[src/rtl/camp_pkg.sv]
package camp_pkg;
  typedef enum logic {
    WK_IDLE = 1'b0,
    WK_REQ  = 1'b1
  } word_kind_e;
endpackage

[src/rtl/camp_req_slot.sv]
module camp_req_slot
  import camp_pkg::*;
#(
  parameter int N_OUT = 4
) (
  input  logic             clk,
  input  logic             rst_n,
  input  logic             wr_valid,
  input  logic             wr_kind,
  input  logic [N_OUT-1:0] wr_mask,
  input  logic             wr_early,
  input  logic [N_OUT-1:0] grant_row,
  output logic             pend,
  output logic [N_OUT-1:0] want,
  output logic             early,
  output logic             ack
);
  logic             pend_q, early_q, ack_q;
  logic [N_OUT-1:0] want_q, left;

  assign left = want_q & ~grant_row;

  always_ff @(posedge clk or negedge rst_n) begin
    if (!rst_n) begin
      pend_q  <= 1'b0;
      early_q <= 1'b0;
      want_q  <= '0;
      ack_q   <= 1'b0;
    end else begin
      ack_q <= 1'b0;
      if (wr_valid) begin
        if (wr_kind == WK_REQ) begin
          pend_q  <= 1'b1;
          want_q  <= wr_mask;
          early_q <= wr_early;
        end else begin
          pend_q  <= 1'b0;
          want_q  <= '0;
          early_q <= 1'b0;
        end
      end else if (pend_q) begin
        want_q <= left;
        if (left == '0) begin
          pend_q  <= 1'b0;
          early_q <= 1'b0;
          ack_q   <= 1'b1;
        end
      end
    end
  end

  assign pend  = pend_q;
  assign want  = want_q;
  assign early = early_q;
  assign ack   = ack_q;

  a_r3_ack_clears_pending: assert property (@(posedge clk) disable iff (!rst_n)
    ack_q |-> !pend_q);
  a_r2_idle_drops: assert property (@(posedge clk) disable iff (!rst_n)
    wr_valid && (wr_kind == WK_IDLE) |=> !pend_q && !ack_q);
  a_r5_camped_stays: assert property (@(posedge clk) disable iff (!rst_n)
    pend_q && !wr_valid && (left != '0) |=> pend_q);
  a_r4_no_partial_ack: assert property (@(posedge clk) disable iff (!rst_n)
    pend_q && !wr_valid && (left != '0) |=> !ack_q);
endmodule

[src/rtl/camp_out_arb.sv]
module camp_out_arb #(
  parameter int N_IN = 4
) (
  input  logic            clk,
  input  logic            rst_n,
  input  logic [N_IN-1:0] cand,
  input  logic [N_IN-1:0] early,
  input  logic [N_IN-1:0] release_req,
  input  logic            oos,
  input  logic            full,
  output logic [N_IN-1:0] grant,
  output logic            bp
);
  localparam int IW = (N_IN > 1) ? $clog2(N_IN) : 1;

  logic            owned_q, owned_d;
  logic [IW-1:0]   owner_q, owner_d, rr_q, rr_d, win;
  logic [N_IN-1:0] allowed, contend, pool, pick;
  logic            bp_q;

  function automatic logic [N_IN-1:0] rr_pick(input logic [N_IN-1:0] req,
                                              input logic [IW-1:0] ptr);
    logic [N_IN-1:0] res;
    logic            found;
    res   = '0;
    found = 1'b0;
    for (int k = 1; k <= N_IN; k++) begin
      int idx;
      idx = (int'(ptr) + k) % N_IN;
      if (req[idx] && !found) begin
        res[idx] = 1'b1;
        found    = 1'b1;
      end
    end
    return res;
  endfunction

  always_comb begin
    allowed = owned_q ? (N_IN'(1) << owner_q) : '1;
    contend = cand & allowed;
    pool    = ((contend & early) != '0) ? (contend & early) : contend;
    pick    = rr_pick(pool, rr_q);
    grant   = oos ? cand : pick;
  end

  always_comb begin
    win = '0;
    for (int i = 0; i < N_IN; i++)
      if (pick[i]) win = IW'(i);
  end

  always_comb begin
    owned_d = owned_q;
    owner_d = owner_q;
    rr_d    = rr_q;
    if (owned_q && release_req[owner_q]) owned_d = 1'b0;
    if (!oos && (pick != '0)) begin
      owned_d = 1'b1;
      owner_d = win;
      rr_d    = win;
    end
  end

  always_ff @(posedge clk or negedge rst_n) begin
    if (!rst_n) begin
      owned_q <= 1'b0;
      owner_q <= '0;
      rr_q    <= IW'(N_IN - 1);
      bp_q    <= 1'b0;
    end else begin
      owned_q <= owned_d;
      owner_q <= owner_d;
      rr_q    <= rr_d;
      bp_q    <= full & ~oos;
    end
  end

  assign bp = bp_q;

  a_r8_single_owner: assert property (@(posedge clk) disable iff (!rst_n)
    !oos |-> $onehot0(grant));
  a_r8_hold_until_break: assert property (@(posedge clk) disable iff (!rst_n)
    owned_q && !release_req[owner_q] |=> owned_q && $stable(owner_q));
  a_r6_early_first: assert property (@(posedge clk) disable iff (!rst_n)
    !oos && ((cand & allowed & early) != '0) |-> ((grant & early) != '0));
  a_r10_no_new_owner: assert property (@(posedge clk) disable iff (!rst_n)
    oos && !owned_q |=> !owned_q);
  a_r11_oos_no_bp: assert property (@(posedge clk) disable iff (!rst_n)
    oos |=> !bp_q);
  a_r2_grant_only_cand: assert property (@(posedge clk) disable iff (!rst_n)
    (grant & ~cand) == '0);
endmodule

[src/rtl/camp_arbiter.sv]
module camp_arbiter #(
  parameter int N_IN  = 4,
  parameter int N_OUT = 4
) (
  input  logic                  clk,
  input  logic                  rst_n,
  input  logic [N_IN-1:0]       word_valid,
  input  logic [N_IN-1:0]       word_kind,
  input  logic [N_IN-1:0]       word_early,
  input  logic [N_IN-1:0]       word_brk,
  input  logic [N_IN*N_OUT-1:0] word_mask,
  input  logic [N_OUT-1:0]      out_oos,
  input  logic [N_OUT-1:0]      out_full,
  output logic [N_IN-1:0]       ack,
  output logic [N_OUT-1:0]      bp
);
  logic [N_IN-1:0]  pend, early, release_req;
  logic [N_OUT-1:0] want_i  [N_IN];
  logic [N_OUT-1:0] grant_i [N_IN];
  logic [N_IN-1:0]  cand_o  [N_OUT];
  logic [N_IN-1:0]  grant_o [N_OUT];

  assign release_req = word_valid & word_kind & word_brk;

  always_comb begin
    for (int o = 0; o < N_OUT; o++)
      for (int i = 0; i < N_IN; i++) begin
        cand_o[o][i]  = pend[i] & want_i[i][o] & ~word_valid[i];
        grant_i[i][o] = grant_o[o][i];
      end
  end

  for (genvar i = 0; i < N_IN; i++) begin : g_slot
    camp_req_slot #(.N_OUT(N_OUT)) u_slot (
      .clk       (clk),
      .rst_n     (rst_n),
      .wr_valid  (word_valid[i]),
      .wr_kind   (word_kind[i]),
      .wr_mask   (word_mask[i*N_OUT +: N_OUT]),
      .wr_early  (word_early[i]),
      .grant_row (grant_i[i]),
      .pend      (pend[i]),
      .want      (want_i[i]),
      .early     (early[i]),
      .ack       (ack[i])
    );
  end

  for (genvar o = 0; o < N_OUT; o++) begin : g_out
    camp_out_arb #(.N_IN(N_IN)) u_arb (
      .clk         (clk),
      .rst_n       (rst_n),
      .cand        (cand_o[o]),
      .early       (early),
      .release_req (release_req),
      .oos         (out_oos[o]),
      .full        (out_full[o]),
      .grant       (grant_o[o]),
      .bp          (bp[o])
    );
  end
endmodule

[config.mk]
export PLATFORM = sky130hd
export DESIGN_NAME = camp_arbiter
export DESIGN_NICKNAME = d
export VERILOG_FILES = /design/src/rtl/camp_pkg.sv /design/src/rtl/camp_req_slot.sv /design/src/rtl/camp_out_arb.sv /design/src/rtl/camp_arbiter.sv
export SDC_FILE = /design/constraint.sdc
export NUM_CORES = 1
export LEC_CHECK = 0
export BUFFER_PORTS_ARGS = -buffer_cell sky130_fd_sc_hd__buf_4
export CORE_MARGIN = 2
export CORE_UTILIZATION = 50
export CTS_BUF_LIST = sky130_fd_sc_hd__clkbuf_8
export CTS_CLUSTER_SIZE = 12
export DETAILED_ROUTE_END_ITERATION = 8
export PLACE_DENSITY = 0.81
export SYNTH_ARGS = -nofsm -noshare
export SYNTH_HDL_FRONTEND = slang
export SYNTH_SLANG_ARGS = --single-unit
[constraint.sdc]
create_clock -name clk -period 5.7 [get_ports clk]
set_input_delay 1.14 -clock clk [delete_from_list [all_inputs] [get_ports clk]]
set_output_delay 1.14 -clock clk [all_outputs]
set_load 0.01 [all_outputs]
After elaboration in Yosys (flattened, before gate mapping)

Index checks and enable logic that the tools add are counted.

$add $sub $neg: 16
Order comparisons: 36
Shift-type cells: 4
Multiplexer cells: 204
Bitwise gates (word level): 90
Reductions and logical operators: 96

Operators by type and width:

| kind                                                                                | count |
|---|---|
| 4-bit two-way mux                                                                   | 40 |
| 1-bit two-way mux                                                                   | 120 |
| 3-bit by 4-bit less-than comparator with 1-bit output, second input constant        | 16 |
| 4-bit bitwise AND                                                                   | 14 |
| 3-bit by 1-bit greater-or-equal comparator with 1-bit output, second input constant | 16 |
| 4-bit OR                                                                            | 12 |
| 1-bit binary-select mux with 2-bit select                                           | 20 |
| 1-bit bitwise AND                                                                   | 36 |
| 1-bit logical AND                                                                   | 36 |
| 1-bit demux with 2-bit select                                                       | 16 |
| 4-bit nonzero test                                                                  | 8 |
| 2-bit OR reduction                                                                  | 16 |
| 2-bit nonzero test                                                                  | 12 |
| 2-bit by 1-bit adder with 2-bit output, second input constant                       | 8 |
| 2-bit adder, second input constant                                                  | 8 |
| 1-bit bitwise AND, first input constant                                             | 16 |
| 1-bit zero test                                                                     | 16 |
| 4-bit zero test                                                                     | 4 |
| 2-bit two-way mux                                                                   | 8 |
| 4-bit NOT                                                                           | 4 |
| 1-bit by 2-bit left shift with 4-bit output, first input constant                   | 4 |
| 2-bit by 3-bit less-than comparator with 1-bit output, second input constant        | 4 |
| 1-bit NOT                                                                           | 8 |
| 2-bit AND reduction                                                                 | 4 |

Flip-flop bits (word level): 52
Output and inout port bits: 8

Longest topological paths before layout

Gate-level depths: netlist of run 1.

Word-level depth: 26
Mapped depth: 12
Depth with buffers taken out: 10

By module

Synthesis of run 1 repeated with hierarchy kept, for this count alone.

Cells, all modules: 685
Area, all modules: 5975.7 µm²

Modules (own cells, without submodules):

| module                            | times used | cells each | area an instance (µm²) |
|---|---|---|---|
| camp_out_arb (g_out[1].u_arb ...) | 2          | 134        | 1098.6 |
| camp_req_slot                     | 4          | 30         | 339.1 |
| camp_out_arb (g_out[3].u_arb)     | 1          | 140        | 1149.9 |
| camp_out_arb (g_out[0].u_arb)     | 1          | 137        | 1102.3 |
| camp_arbiter                      | 1          | 20         | 170.2 |

Least setup slack after synthesis of run 1

No wires, ideal clock.

Path kind: input port to flip-flop
From: input word_valid[3]
To: register g_slot[3].u_slot.ack_q
Arrival time: 3.712 ns
Required time: 5.581 ns
Slack: 1.869 ns
Stages on the path: 12
Cells stage by stage: buf_2 -> nor2b_2 -> buf_4 -> nand4_1 -> a41oi_1 -> o22ai_1 -> a221oi_2 -> mux2_2 -> a211o_1 -> nor3b_1 -> nor4_2 -> and2_1

Longest elaborated chain between the ends: 26
Elaborated cells on any way between the ends: 143

RTL lines:

| item                                                 | line                | RTL |
|---|---|---|
| start: declaration                                   | camp_arbiter.sv:7   | `input logic [N_IN-1:0] word_valid,` |
| 1-bit NOT                                            | camp_arbiter.sv:28  | `cand_o[o][i] = pend[i] & want_i[i][o] & ~word_valid[i];` |
| 1-bit bitwise AND                                    | camp_arbiter.sv:28  |  |
| 4-bit bitwise AND                                    | camp_out_arb.sv:40  | `contend = cand & allowed;` |
| 4-bit bitwise AND                                    | camp_out_arb.sv:41  | `pool = ((contend & early) != '0) ? (contend & early) : contend;` |
| 4-bit nonzero test                                   | camp_out_arb.sv:41  |  |
| 4-bit two-way mux                                    | camp_out_arb.sv:41  |  |
| 1-bit binary-select mux with 2-bit select            | camp_out_arb.sv:30  | `if (req[idx] && !found) begin` |
| 1-bit two-way mux (implied by the code) (2 in a row) | camp_out_arb.sv:30  |  |
| (+9 left out)                                        | --                  |  |
| 4-bit two-way mux                                    | camp_out_arb.sv:30  |  |
| 4-bit two-way mux                                    | camp_out_arb.sv:43  | `grant = oos ? cand : pick;` |
| 4-bit NOT                                            | camp_req_slot.sv:21 | `assign left = want_q & ~grant_row;` |
| 4-bit bitwise AND                                    | camp_req_slot.sv:21 |  |
| 4-bit zero test                                      | camp_req_slot.sv:43 | `if (left == '0) begin` |
| 1-bit two-way mux                                    | camp_req_slot.sv:43 |  |
| 1-bit two-way mux                                    | camp_req_slot.sv:41 | `end else if (pend_q) begin` |
| 1-bit two-way mux (*)                                | camp_req_slot.sv:31 | `if (wr_valid) begin` |
| end signal: assignment                               | camp_req_slot.sv:28 | `ack_q <= 1'b0;` |
| end signal: assignment                               | camp_req_slot.sv:30 | `ack_q <= 1'b0;` |
| end signal: assignment                               | camp_req_slot.sv:46 | `ack_q <= 1'b1;` |
| end: declaration                                     | camp_req_slot.sv:18 | `logic pend_q, early_q, ack_q;` |

Mark *: on every way between the ends. The rest lies on a longest branch, timed or not. The select of a mux whose other input is x is not followed.
A chain may end at the register's enable or synchronous reset.

Final worst setup path of run 1

From: input word_valid[0]
To: register g_slot[3].u_slot.ack_q

Longest elaborated chain between the ends: 26
Elaborated cells on any way between the ends: 143

RTL lines:

| item                                                 | line |
|---|---|
| 1-bit NOT (*)                                        | camp_arbiter.sv:28 |
| 1-bit bitwise AND                                    | camp_arbiter.sv:28 |
| 4-bit bitwise AND                                    | camp_out_arb.sv:40 |
| 4-bit bitwise AND                                    | camp_out_arb.sv:41 |
| 4-bit nonzero test                                   | camp_out_arb.sv:41 |
| 4-bit two-way mux                                    | camp_out_arb.sv:41 |
| 1-bit binary-select mux with 2-bit select            | camp_out_arb.sv:30 |
| 1-bit two-way mux (implied by the code) (2 in a row) | camp_out_arb.sv:30 |
| (+9 left out)                                        | -- |
| 4-bit two-way mux                                    | camp_out_arb.sv:30 |
| 4-bit two-way mux                                    | camp_out_arb.sv:43 |
| 4-bit NOT (*)                                        | camp_req_slot.sv:21 |
| 4-bit bitwise AND (*)                                | camp_req_slot.sv:21 |
| 4-bit zero test (*)                                  | camp_req_slot.sv:43 |
| 1-bit two-way mux (*)                                | camp_req_slot.sv:43 |
| 1-bit two-way mux (*)                                | camp_req_slot.sv:41 |
| 1-bit two-way mux (*)                                | camp_req_slot.sv:31 |

Marked as above.

==> results of run 1 <==
-- worst max-delay path, delay by kind of cell --
| family | cells | cell delay, ns |
|---|---|---|
| AO/OA/AOI/OAI | 2 | 0.56 |
| buffers and inverters | 1 | 0.12 |
| multiplexers | 1 | 0.55 |
| AND/OR/NAND/NOR | 7 | 2.08 |
-- sequential cells by signal, indices dropped and copies added (netlist names) --
register and cells:
g_slot.u_slot.early 4, g_slot.u_slot.want 16, g_slot.u_slot.ack 4, g_out.u_arb.owner_q 8, g_out.u_arb.rr_q 8, g_out.u_arb.owned_q 4, g_slot.u_slot.pend 4, g_out.u_arb.bp 4
-- cell usage after synthesis (all sizes together) (10+ instances only) --
cell type,count
ha,32
inv,35
nand3,20
clkbuf,10
buf,15
nand2,57
nand4,16
o22ai,14
o21ai,37
nor2,26
nand2b,15
a21oi,22
mux4,13
nor2b,20
dfrtp,44
-- metal layers --
metal  routed length, um  share of wire (%)  track usage (%)
met5                   0                  0                0
met4                 305                2.1            7.707
met3                1099                7.6            4.537
met2                6858                 47            42.86
met1                6220                 43            35.04
-- cell usage in the layout (no fill, tap or decap), types with 8 or more instances in the layout --
| cell | netlist | layout |
|---|---|---|
| a21oi_1 | 22 | 22 |
| nor2_1 | 26 | 26 |
| dfstp_2 | 8 | 8 |
| a21boi_0 | 8 | 8 |
| nand2_1 | 56 | 56 |
| nand3_1 | 19 | 19 |
| o22ai_1 | 14 | 14 |
| nand2b_1 | 13 | 13 |
| dfrtp_1 | 44 | 44 |
| o21ai_0 | 35 | 35 |
| mux4_2 | 13 | 13 |
| nand4_1 | 15 | 15 |
| buf_4 | 10 | 49 |
| inv_1 | 35 | 36 |
| nor2b_1 | 19 | 19 |
| ha_1 | 32 | 32 |
| a21o_1 | 9 | 9 |
-- per-stage QoR --
step | power [mW] | hold WS (ns)
2_1_floorplan | 1.397 | 0.5191
3_3_place_gp | 1.638 | 0.5398
3_5_place_dp | 1.663 | 0.5501
4_1_cts | 1.924 | 0.5633
5_1_grt | 2.091 | 0.6145
6_report | 1.940 | 0.5650
-- how the worst min path moves through the flow --
stage | to | slack, ns | cells after the start
floorplan | g_slot[2].u_slot.want[1] | 0.52 | 2
global placement | g_slot[2].u_slot.want[3] | 0.54 | 2
detailed placement | g_slot[2].u_slot.want[3] | 0.55 | 2
CTS | g_slot[2].u_slot.want[3] | 0.56 | 2
global route | g_slot[2].u_slot.want[1] | 0.61 | 2
finish | g_slot[2].u_slot.want[3] | 0.57 | 2
-- layout make-up --
| type | count | area, um^2 | share of cell area, % |
|---|---|---|---|
| timing repair buffer | 49 | 367.9 | 6.437 |
| clock inverter | 3 | 38.79 | 0.6788 |
| clock buffer | 5 | 68.82 | 1.204 |
| tap | 136 | 170.2 | 2.978 |
| multi-input combinational | 470 | 3626 | 63.46 |
| sequential | 52 | 1311 | 22.95 |
| inverter | 35 | 131.4 | 2.299 |
-- power groups by stage --
stage	registers, mW	logic [mW]	clock network [mW]
3_5_place_dp	0.685	0.978	0
6_report	0.683	0.995	0.262
3_3_place_gp	0.680	0.958	0
4_1_cts	0.680	0.984	0.260
2_1_floorplan	0.605	0.792	0
5_1_grt	0.710	1.11	0.274
-- logic make-up (layout without fill, tap and decap cells) --
logic type                 Yosys count  in the layout
muxes                               20             20
DFF                                 52             52
adders and majority gates           32             32
and+or+nand+nor                    213            213
buffers and inverters               60             92
AOI/OAI and AO/OA                  205            205
==> run summary, run 1 <==
At the pin with the least slew margin, the transition time is 0.6819 ns. The power share of the clock group came out at 13.5%. Largest area contributor in the synthesized netlist: dfrtp_1. The peak per-stage delay on the critical path is 0.57 ns. The most critical setup path has its endpoint at g_slot[3].u_slot.ack. The number of input and output port buffers inserted is 49.

The flow ran to the end, and the final reports show no timing, DRC or antenna violations. By area, the combinational part of the netlist is dominated by compound AO/OA/AOI/OAI gates. Parity-gate share of the synthesized area counting xor and xnor cells: 0%. The most used flip-flop cell after synthesis is dfrtp_1. The mean instance size in the synthesized netlist was 8.965 um^2; the fraction of the core area covered by cells at the end of the flow was 55.85%. Synthesized netlist net count: 656.

Setup repair after global routing left no endpoint under its margin. The number of hold violations in the final report was 0. In this run, placement finished with an instance count of 742. The post-synthesis share of cell area spent on full adders, half adders and majority gates works out to 7.674%. For the buffer count from post-CTS setup fixing, the log shows 0. Yosys mapped a number of flops with a built-in enable equal to 0. The root buffer cell chosen for the clock tree is clkbuf_8. In this run the vertical extent of the chip is 106.2 um. The I/O pin count is 50, and the fraction of the cycle the final worst path needs is 74.36%. For this design the ratio of total power to cell area is 339.5 mW/mm^2. The proportion of layout cells with a drive suffix above 1 was 19.54%; the relative slew slack was 54.54%. Sequential cells account for 35.2% of the total power. The number of standard cells in the final layout excluding fillers is 750, and the count of mapped cells out of synthesis is 582.

The run gives 26.02% as the total global routing track utilization. After detailed routing, the number of remaining DRC violations is 0. The run gives 0.9035 mW as the net switching power figure.

Traced cell by cell, the critical path runs through buf_4 -> and2b_1 -> nand4_1 -> a31oi_1 -> nor2_1 -> mux4_2 -> a22oi_1 -> nand3_1 -> nor4b_1 -> nor4_2 -> and2_1. Worst min-delay path category: reg -> reg. Summed over all layers, the global routing overflow is 0. At the end of routability-driven placement, the weighted congestion stood at 0.9380. Area after detailed placement: 0.005607 mm^2.

The iteration count of the initial detailed-routing pass was 6; the total non-filler cell area in the finished layout was 0.005714 mm^2. The logs give 99 for the count of different cell masters after synthesis and 0 for the hold buffer count at CTS. For the pre-CTS setup slack, the log shows 1.250 ns.

In this run the core area contains 37 standard-cell rows. Detailed placement finished with a half-perimeter wire length of 11.05 mm. The clock passes through at most 2 buffers.

0 antenna diodes ended up in the layout. The number of clock buffers added by TritonCTS is 5. The starting DRC count in detailed routing is 388. Data on the critical path arrives at its endpoint at 4.45 ns. In this run the critical register-to-register path is launched from g_slot[3].u_slot.pend.

The core area was 0.01023 mm^2; the proportion of synthesized area in mux cells was 7.050%. Number of synthesis warnings: 0. The tools report the initial core utilization as 51.00%. The worst setup path is launched from a primary input. The growth of design area from synthesis to finish works out to 9.520%. The time the final worst path needs with I/O delays and setup is 4.239 ns. The total setup violations reported at the end of the flow is 0, and the reg-to-reg setup timing slack is 2.00 ns. The run gives 25.13% as the sequential share of the synthesized area. The layout net count came out at 687.

After clock tree synthesis, the repair step resized 0 gates. The compound-gate portion of the synthesized area was 31.61%. Summing the areas of all and, or, nand and nor instances in the mapped netlist gives 23.17% of the synthesized area. Cell internal power was estimated by the tool at 1.037 mW. For the worst flop-to-flop path, the logic depth is 10.

In the final routed layout, each cell accounts on average for 19.31 um. The static leakage power was 2.447 nW. Net switching is 46.57% of the power. The tools report the number of max-cap violations as 0. Slack of the critical path: 1.461 ns. STA classifies the critical path endpoint as a flip-flop. The total die area is 0.01127 mm^2, and the fraction of synthesized cell area taken by the top area cell type is 21.10%.

Sum of negative setup slack: 0 ns. The final route contains 5005 vias. The proportion of register bits with asynchronous set or reset after synthesis came out at 100.0%. Clock-pin slew was measured on the worst setup and hold paths at 0.09 ns.

After detailed routing, the total wire length is 14.48 mm. The clock sink total came out at 52. Capture point of the worst reg-to-reg path: g_slot[3].u_slot.ack. The peak ir drop on the vdd network came out at 155.3 uV. The first global-routing pass estimated 23.88 mm of wire.

The number of antenna violations at the first check in global routing is 0. Yosys attributes the largest share of cell area to dfrtp_1 (21%), ha_1 (7.7%), mux4_2 (5.6%). On the final layout, the worst clock skew is 0.01610 ns. In this run, the combinational gates consume 51.3% of the power. The number of slew-limit violations in the final report came out at 0. Top achievable clock speed: 235.9 MHz. Data on the critical path is required at its endpoint by 5.91 ns.

TritonCTS built the clock tree. The number of vias per cell after detailed routing is 6.673. In this run the horizontal extent of the chip is 106.2 um. In this run the most critical hold path is launched from g_slot[2].u_slot.want[3].

After filler insertion, the fill cell instance count of the layout stands at 930. The launching instance or port of the critical path was word_valid[0]. For the clock latency on the worst-skew pair, the log shows 0.32 ns.

For the maximum number of pins on one net before global-route repair, the log shows 53. The slowest stage of the critical path belongs to the cell nor4b_1. The synthesized netlist occupies a cell area of 0.005218 mm^2. Along the worst path, the maximum fanout reaches 13.

Counting flops and latches in the post-synthesis netlist gives 52. The via count of the first global-routing pass was 4863. The critical path in this run is classified as in -> reg. The H-tree was split into 2 levels. The residual antenna-violating net count after detailed routing was 0.
Power figures use the tool's default switching activity.
==> run 2: changes to the inputs <==
==> constraint.sdc (replaced) <==
create_clock -name clk -period 4.1 [get_ports clk]
set_input_delay 0.82 -clock clk [delete_from_list [all_inputs] [get_ports clk]]
set_output_delay 0.82 -clock clk [all_outputs]
set_load 0.01 [all_outputs]
==> run summary, run 2 (same netlist as run 1, synthesis figures left out) <==
The flow ran to the end, and the final reports show no timing, DRC or antenna violations. The core area is 0.01023 mm^2 (unchanged), and the number of diodes added for antenna fixing is 0 (unchanged). STA classifies the critical path startpoint as a primary input. The hold buffer count at CTS came out at 0 (unchanged). The run gives 0 (unchanged) as the remaining global-route overflow. The peak per-stage delay on the critical path was 0.56 ns (about the same); the global-route wire length before repair was 24.14 mm (+1.1%).

Setup repair after global routing left no endpoint under its margin. The logs give 0.01127 mm^2 (unchanged) for the total die area and 0.01493 ns (-0.001166 ns) for the worst-case clock skew. Proportion of layout cells with a drive suffix above 1: 20.93% (+1.4 points). Number of hold violations in the final report: 0 (unchanged). Time the final worst path needs with I/O delays and setup: 3.764 ns. The maximum number of pins on one net before global-route repair is 53 (unchanged). The path class of the tightest hold or removal check is in -> async.

Walking the worst path, the cells encountered are buf_4 -> and2b_1 -> nand4_1 -> a41oi_1 -> nand3_1 -> a2111oi_0 -> or2_2 -> a221o_1 -> nor3b_2 -> nor4_2 -> and2_1. The overall die height is 106.2 um (unchanged), and the fraction of the cycle the final worst path needs is 91.80%. The worst register-to-register path ends at g_slot[3].u_slot.ack. The number of vias per cell after detailed routing is 6.677 (about the same). The clock sink total came out at 52 (unchanged).

The library cell used most frequently in the layout, excluding fill and tap cells, is buf_4. For the total detailed-routing wirelength, the log shows 14.71 mm (+1.5%). The top cell types in the final layout, fill and taps aside, are buf_4 (61), nand2_1 (56), dfrtp_1 (44). For the via count of the first global-routing pass, the log shows 4842 (-0.43%). The run gives 51.00% (unchanged) as the initial core utilization. The number of input and output port buffers inserted was 49 (unchanged); the HPWL after detailed placement was 11.39 mm (+3.1%). The layout net count came out at 699 (+1.7%). The number of placed cells counting well taps was 754 (+1.6%); the post-CTS resize count was 0 (unchanged). The total setup violations reported at the end of the flow is 0 (unchanged). The number of antenna violations at the first check in global routing came out at 0 (unchanged). The tools report the clock latency on the worst-skew pair as 0.31 ns (about the same).

The transition time at the pin with the least slew margin is 0.6796 ns (-0.002385 ns). The tools report the library cell used as clock root buffer as clkbuf_8. CTS buffer count: 5 (unchanged). For the final routed DRC violation total, the log shows 0 (unchanged).

The number of standard cells in the final layout excluding fillers is 762 (+1.6%). The maximum clock insertion buffer count was 2 (unchanged). The logs give 0 (unchanged) for the number of slew-limit violations in the final report and 265.7 MHz for the top achievable clock speed. TritonCTS built the clock tree. The via count came out at 5088 (+1.7%). The clock transition time at the flip-flop clock pins of the worst setup and hold paths works out to 0.09 ns (about the same). The H-tree level count is 2 (unchanged).

The data arrival at the endpoint of the critical path is 4.01 ns (-0.44 ns). Required arrival time at the worst endpoint: 4.35 ns (-1.56 ns). The worst setup path is captured at a flip-flop. The total global routing track utilization was 26.30% (+0.28 points). The setup path with the least slack is of type in -> reg.

For the starting DRC count in detailed routing, the log shows 575 (+48%). The post-detailed-route wirelength per cell was 19.30 um (about the same); the power per unit of standard cell area was 458.6 mW/mm^2 (+35%). The total number of placement rows was 37 (unchanged); the sum of negative setup slack was 0 ns (unchanged). The tools report the peak ir drop on the vdd network as 194.4 uV (+25%). The slowest stage of the critical path is the a41oi_1 cell.

Buffer count from post-CTS setup fixing: 0 (unchanged). The run gives 2.497 nW (+2.1%) as the static leakage power. Residual antenna-violating net count after detailed routing: 0 (unchanged).

The highest fanout seen on the critical path was 7 (-6). The number of max-cap violations was 0 (unchanged). The worst reg2reg path depth is 10 (unchanged).

Family of cells with the greatest summed delay on the critical path: simple AND/OR/NAND/NOR gates. The flip-flop count of the largest register after layout was 16 (unchanged); the worst path buffer plus inverter count was 1 (unchanged). The relative slew slack is 54.70% (+0.16 points), and the worst hold slack is 0.5468 ns (-0.01821 ns).

The reg-to-reg setup timing slack is 0.54 ns (-1.46 ns). The run gives 0.9344 (-0.38%) as the routability congestion estimate. The growth of design area from synthesis to finish is 10.74%, and the horizontal die dimension is 106.2 um (unchanged).

The tools report the I/O pin count as 50 (unchanged). The launch point of the worst reg-to-reg path is g_slot[1].u_slot.early. The run gives 7 (+1) as the iteration count of the initial detailed-routing pass.
-- run 2: cell count changes in the layout (fill, tap and decap cells not counted), sizes merged --
cell / before / now
buf: 49 / 61
bufinv: 1 / 0
inv: 36 / 37
-- run 2: final cells by class --
| class | instances | area (um^2) |
|---|---|---|
| clock buffers | 5 | 68.82 |
| flip-flops and latches | 52 | 1311 |
| repair buffers | 61 | 457.9 |
| fillers | 919 | 4453 |
| inverters | 35 | 131.4 |
| clock inverters | 3 | 12.51 |
| multi-input cells | 470 | 3626 |
| well taps | 136 | 170.2 |
-- run 2: worst max path at each step --
stage,startpoint,endpoint,slack (ns),cells after the start
after global placement,word_valid[1],g_slot[3].u_slot.ack,0.16,11
after CTS,word_valid[0],g_slot[3].u_slot.ack,0.39,11
after floorplan,word_valid[3],g_slot[3].u_slot.ack,0.59,12
final,word_valid[0],g_slot[3].u_slot.ack,0.34,11
after detailed placement,word_valid[0],g_slot[3].u_slot.ack,0.08,11
after global routing,word_valid[0],g_slot[3].u_slot.early,0.15,11
-- run 2: report_power, final --
group | internal [mW] | total [mW] | switching [mW]
clock network | 0.116 | 0.285 | 0.169
logic | 0.604 | 1.41 | 0.804
registers | 0.675 | 0.957 | 0.282
total | 1.39 | 2.65 | 1.26
-- run 2: through the flow --
| step | setup slack (ns) | util, % | total power [mW] | cell area (um^2) |
|---|---|---|---|---|
| after global routing | 0.1506 | 56.48 | 2.867 | 5778 |
| final | 0.3360 | 56.48 | 2.650 | 5778 |
| after global placement | 0.1561 | 55.68 | 2.302 | 5697 |
| after CTS | 0.3928 | 56.48 | 2.623 | 5778 |
| after detailed placement | 0.07517 | 55.68 | 2.341 | 5697 |
| after floorplan | 0.5887 | - | 1.942 | 5218 |
-- run 2: per-layer routing --
metal	vias to the layer above	share of wire (%)	track usage [%]
met4	0	3.5	7.519
li1	2329	-	-
met2	247	47	43.09
met1	2468	42	36.54
met3	44	7.9	3.311
met5	-	0	0
-- run 2: worst reg2reg max path, delay by kind of cell, from the launching register on --
kind / cells / cell delay [ns]
flops: 1 / 0.48
mux: 1 / 0.40
compound gates: 5 / 1.67
simple gates: 4 / 0.90
==> run 3: changes to the inputs <==
--- a/config.mk
+++ b/config.mk
@@ -7,11 +7,11 @@
 export LEC_CHECK = 0
 export BUFFER_PORTS_ARGS = -buffer_cell sky130_fd_sc_hd__buf_4
 export CORE_MARGIN = 2
-export CORE_UTILIZATION = 50
+export CORE_UTILIZATION = 43
 export CTS_BUF_LIST = sky130_fd_sc_hd__clkbuf_8
 export CTS_CLUSTER_SIZE = 12
 export DETAILED_ROUTE_END_ITERATION = 8
-export PLACE_DENSITY = 0.81
+export PLACE_DENSITY = 0.73
 export SYNTH_ARGS = -nofsm -noshare
 export SYNTH_HDL_FRONTEND = slang
 export SYNTH_SLANG_ARGS = --single-unit
==> run summary, run 3 (same netlist as run 1, synthesis figures left out) <==
The flow ran to the end, and the final reports show no timing, DRC or antenna violations. The data arrival at the endpoint of the critical path came out at 4.03 ns (+0.02 ns). Traced cell by cell, the critical path runs through buf_4 -> and2b_1 -> nand4_1 -> a41oi_1 -> nand3_1 -> a2111oi_0 -> or2_2 -> a221o_1 -> nor3b_2 -> nor4_2 -> a21oi_1.

The slowest stage of the critical path is the and2b_1 cell. The tools report the top achievable clock speed as 261.4 MHz (-1.6%). The tools report the number of diodes added for antenna fixing as 0 (unchanged).

The number of antenna violations at the first check in global routing is 0 (unchanged). The flip-flop count of the largest register after layout came out at 16 (unchanged). The relative contribution of sequential cells to total power came out at 34.3% (-1.8 points). The worst reg2reg path depth came out at 10 (unchanged).

The hold buffer count at CTS is 0 (unchanged). The initial core utilization is 43.80% (-7.2 points), and the layout net count is 700 (+0.14%). The final routed DRC violation total was 0 (unchanged); the logic depth of the worst setup path including buffers was 11 (unchanged).

The total number of placement rows is 40 (+8.1%), and the clock sink total is 52 (unchanged). The most critical setup path has its startpoint at word_valid[0]. The residual antenna-violating net count after detailed routing is 0 (unchanged), and the buffer count from post-CTS setup fixing is 0 (unchanged). The relative slew slack is 53.84% (-0.86 points).

The critical path launch point type was a primary input. The remaining global-route overflow is 0 (unchanged). The time the final worst path needs with I/O delays and setup was 3.826 ns (+0.06176 ns); the worst path buffer plus inverter count was 1 (unchanged). The fraction of the cycle the final worst path needs was 93.31% (+1.5 points); the total non-filler cell area in the finished layout was 0.005844 mm^2 (+1.1%). The total global routing track utilization was 23.20% (-3.1 points); the total detailed-routing wirelength was 15.15 mm (+3.0%). Relative to the synthesized area, the layout overhead comes to 12.01%.

The global-route wire length before repair came out at 24.42 mm (+1.1%). The pre-CTS setup slack was 0.03679 ns (-0.03838 ns). Number of placed cells counting well taps: 766 (+1.6%).

The worst-case clock skew came out at 0.01180 ns (-0.003130 ns). The starting DRC count in detailed routing is 398 (-31%). The static leakage power was 2.516 nW (+0.76%). The number of max-cap violations is 0 (unchanged), and the clock transition time at the flip-flop clock pins of the worst setup and hold paths is 0.10 ns (about the same).

The power per unit of standard cell area works out to 474.3 mW/mm^2 (+3.4%). For the share of power burned in combinational logic, the log shows 50.9% (-2.2 points). For the net switching power figure, the log shows 1.277 mW (+1.7%).

The peak per-stage delay on the critical path was 0.53 ns (-0.03 ns). The number of vias per cell after detailed routing was 6.532 (-2.2%); the number of input and output port buffers inserted was 49 (unchanged). Library cell used as clock root buffer: clkbuf_8. The tools report the slack of the critical path as 0.2743 ns (-0.06176 ns). Core area: 0.01191 mm^2 (+16%).

Setup repair after global routing left no endpoint under its margin. The fraction of the core area covered by cells at the end of the flow was 49.07% (-7.4 points). The I/O pin count is 50 (unchanged). The startpoint identified for the worst register-to-register timing path is g_slot[0].u_slot.pend. The via count of the first global-routing pass came out at 4776 (-1.4%).

The HPWL after detailed placement was 11.47 mm (+0.62%); the transition time at the pin with the least slew margin was 0.6835 ns (+0.003966 ns). The proportion of total power due to net switching was 46.07% (-1.3 points). Overall die height: 114.2 um (+7.5%). The logs give 0.47 ns (-0.07 ns) for the reg-to-reg setup timing slack and 53 (unchanged) for the maximum number of pins on one net before global-route repair. The tools report the number of hold violations in the final report as 0 (unchanged). Worst min-delay path category: in -> async. The endpoint kind of the worst setup timing path is a flip-flop.

The maximum clock insertion buffer count came out at 2 (unchanged). The tools report the peak ir drop on the vdd network as 183.4 uV (-5.7%). The library cell used most frequently in the layout, excluding fill and tap cells, is buf_4. In the layout the commonest cells are buf_4 (62), nand2_1 (56), dfrtp_1 (44).

The sum of negative setup slack was 0 ns (unchanged); the required arrival time at the worst endpoint was 4.30 ns (-0.05 ns). The H-tree level count was 2 (unchanged); the area after detailed placement was 0.005718 mm^2 (+0.37%). By startpoint and endpoint, the worst setup path is classified as in -> reg. The internal cell power was 1.495 mW (+7.2%).

The CTS buffer count was 5 (unchanged); the highest fanout seen on the critical path was 13 (+6). The horizontal die dimension is 114.2 um (+7.5%). The routability congestion estimate is 0.9626 (+3.0%), and the via count is 5056 (-0.63%). The run gives 0 (unchanged) as the number of slew-limit violations in the final report.

The iteration count of the initial detailed-routing pass came out at 5 (-2). The total setup violations reported at the end of the flow came out at 0 (unchanged). The tools report the capture point of the worst reg-to-reg path as g_slot[3].u_slot.early.

The run gives 0.01303 mm^2 (+16%) as the total die area. The post-detailed-route wirelength per cell came out at 19.58 um (+1.4%). Proportion of layout cells with a drive suffix above 1: 21.37% (+0.45 points).

The run gives 0 (unchanged) as the post-CTS resize count. The run gives 14.8% (+4.0 points) as the power share of the clock group. TritonCTS built the clock tree. The clock latency on the worst-skew pair is 0.33 ns (+0.02 ns), and the number of standard cells in the final layout excluding fillers is 774 (+1.6%). The cell family contributing the most delay on the critical path is simple AND/OR/NAND/NOR gates.
run 3: cell types whose count changed in the layout (fill, tap and decap cells not counted):
cell,delta
inv_1,-2
buf_4,+1
bufinv_16,+1
clkinv_2,-1
clkbuf_8,+2
run 3: power by group through the flow:
stage | logic, mW | clock network (mW) | registers, mW
floorplan | 1.10 | 0 | 0.841
global placement | 1.36 | 0 | 0.942
detailed placement | 1.39 | 0 | 0.953
CTS | 1.40 | 0.416 | 0.944
global route | 1.56 | 0.429 | 0.980
finish | 1.41 | 0.410 | 0.952
run 3: worst max-delay path by stage:
| stage | end |
|---|---|
| finish | g_slot[3].u_slot.early |
| CTS | g_slot[2].u_slot.ack |
| global placement | g_slot[2].u_slot.ack |
| floorplan | g_slot[3].u_slot.ack |
| global route | g_slot[3].u_slot.early |
| detailed placement | g_slot[2].u_slot.ack |
run 3: metal layers:
metal	GRT usage [%]	vias to the layer above	share of wire, %
met5	0	-	0
met4	5.447	0	2.0
met3	3.282	28	7.3
met2	38.53	215	47
met1	32.10	2477	44
li1	-	2336	-
run 3: area by class of cell:
cell class,count,area (um^2)
multi-input cells,470,3626
fillers,1149,6067
inverters,35,131.4
clock buffers,7,96.34
clock inverters,1,30.03
flip-flops and latches,52,1311
well taps,147,183.9
repair buffers,62,465.4
run 3: metrics by stage:
| stage | hold WS [ns] | power, mW |
|---|---|---|
| floorplan | 0.5191 | 1.942 |
| global placement | 0.5564 | 2.304 |
| detailed placement | 0.5706 | 2.341 |
| CTS | 0.5502 | 2.756 |
| global route | 0.5660 | 2.968 |
| finish | 0.5263 | 2.772 |
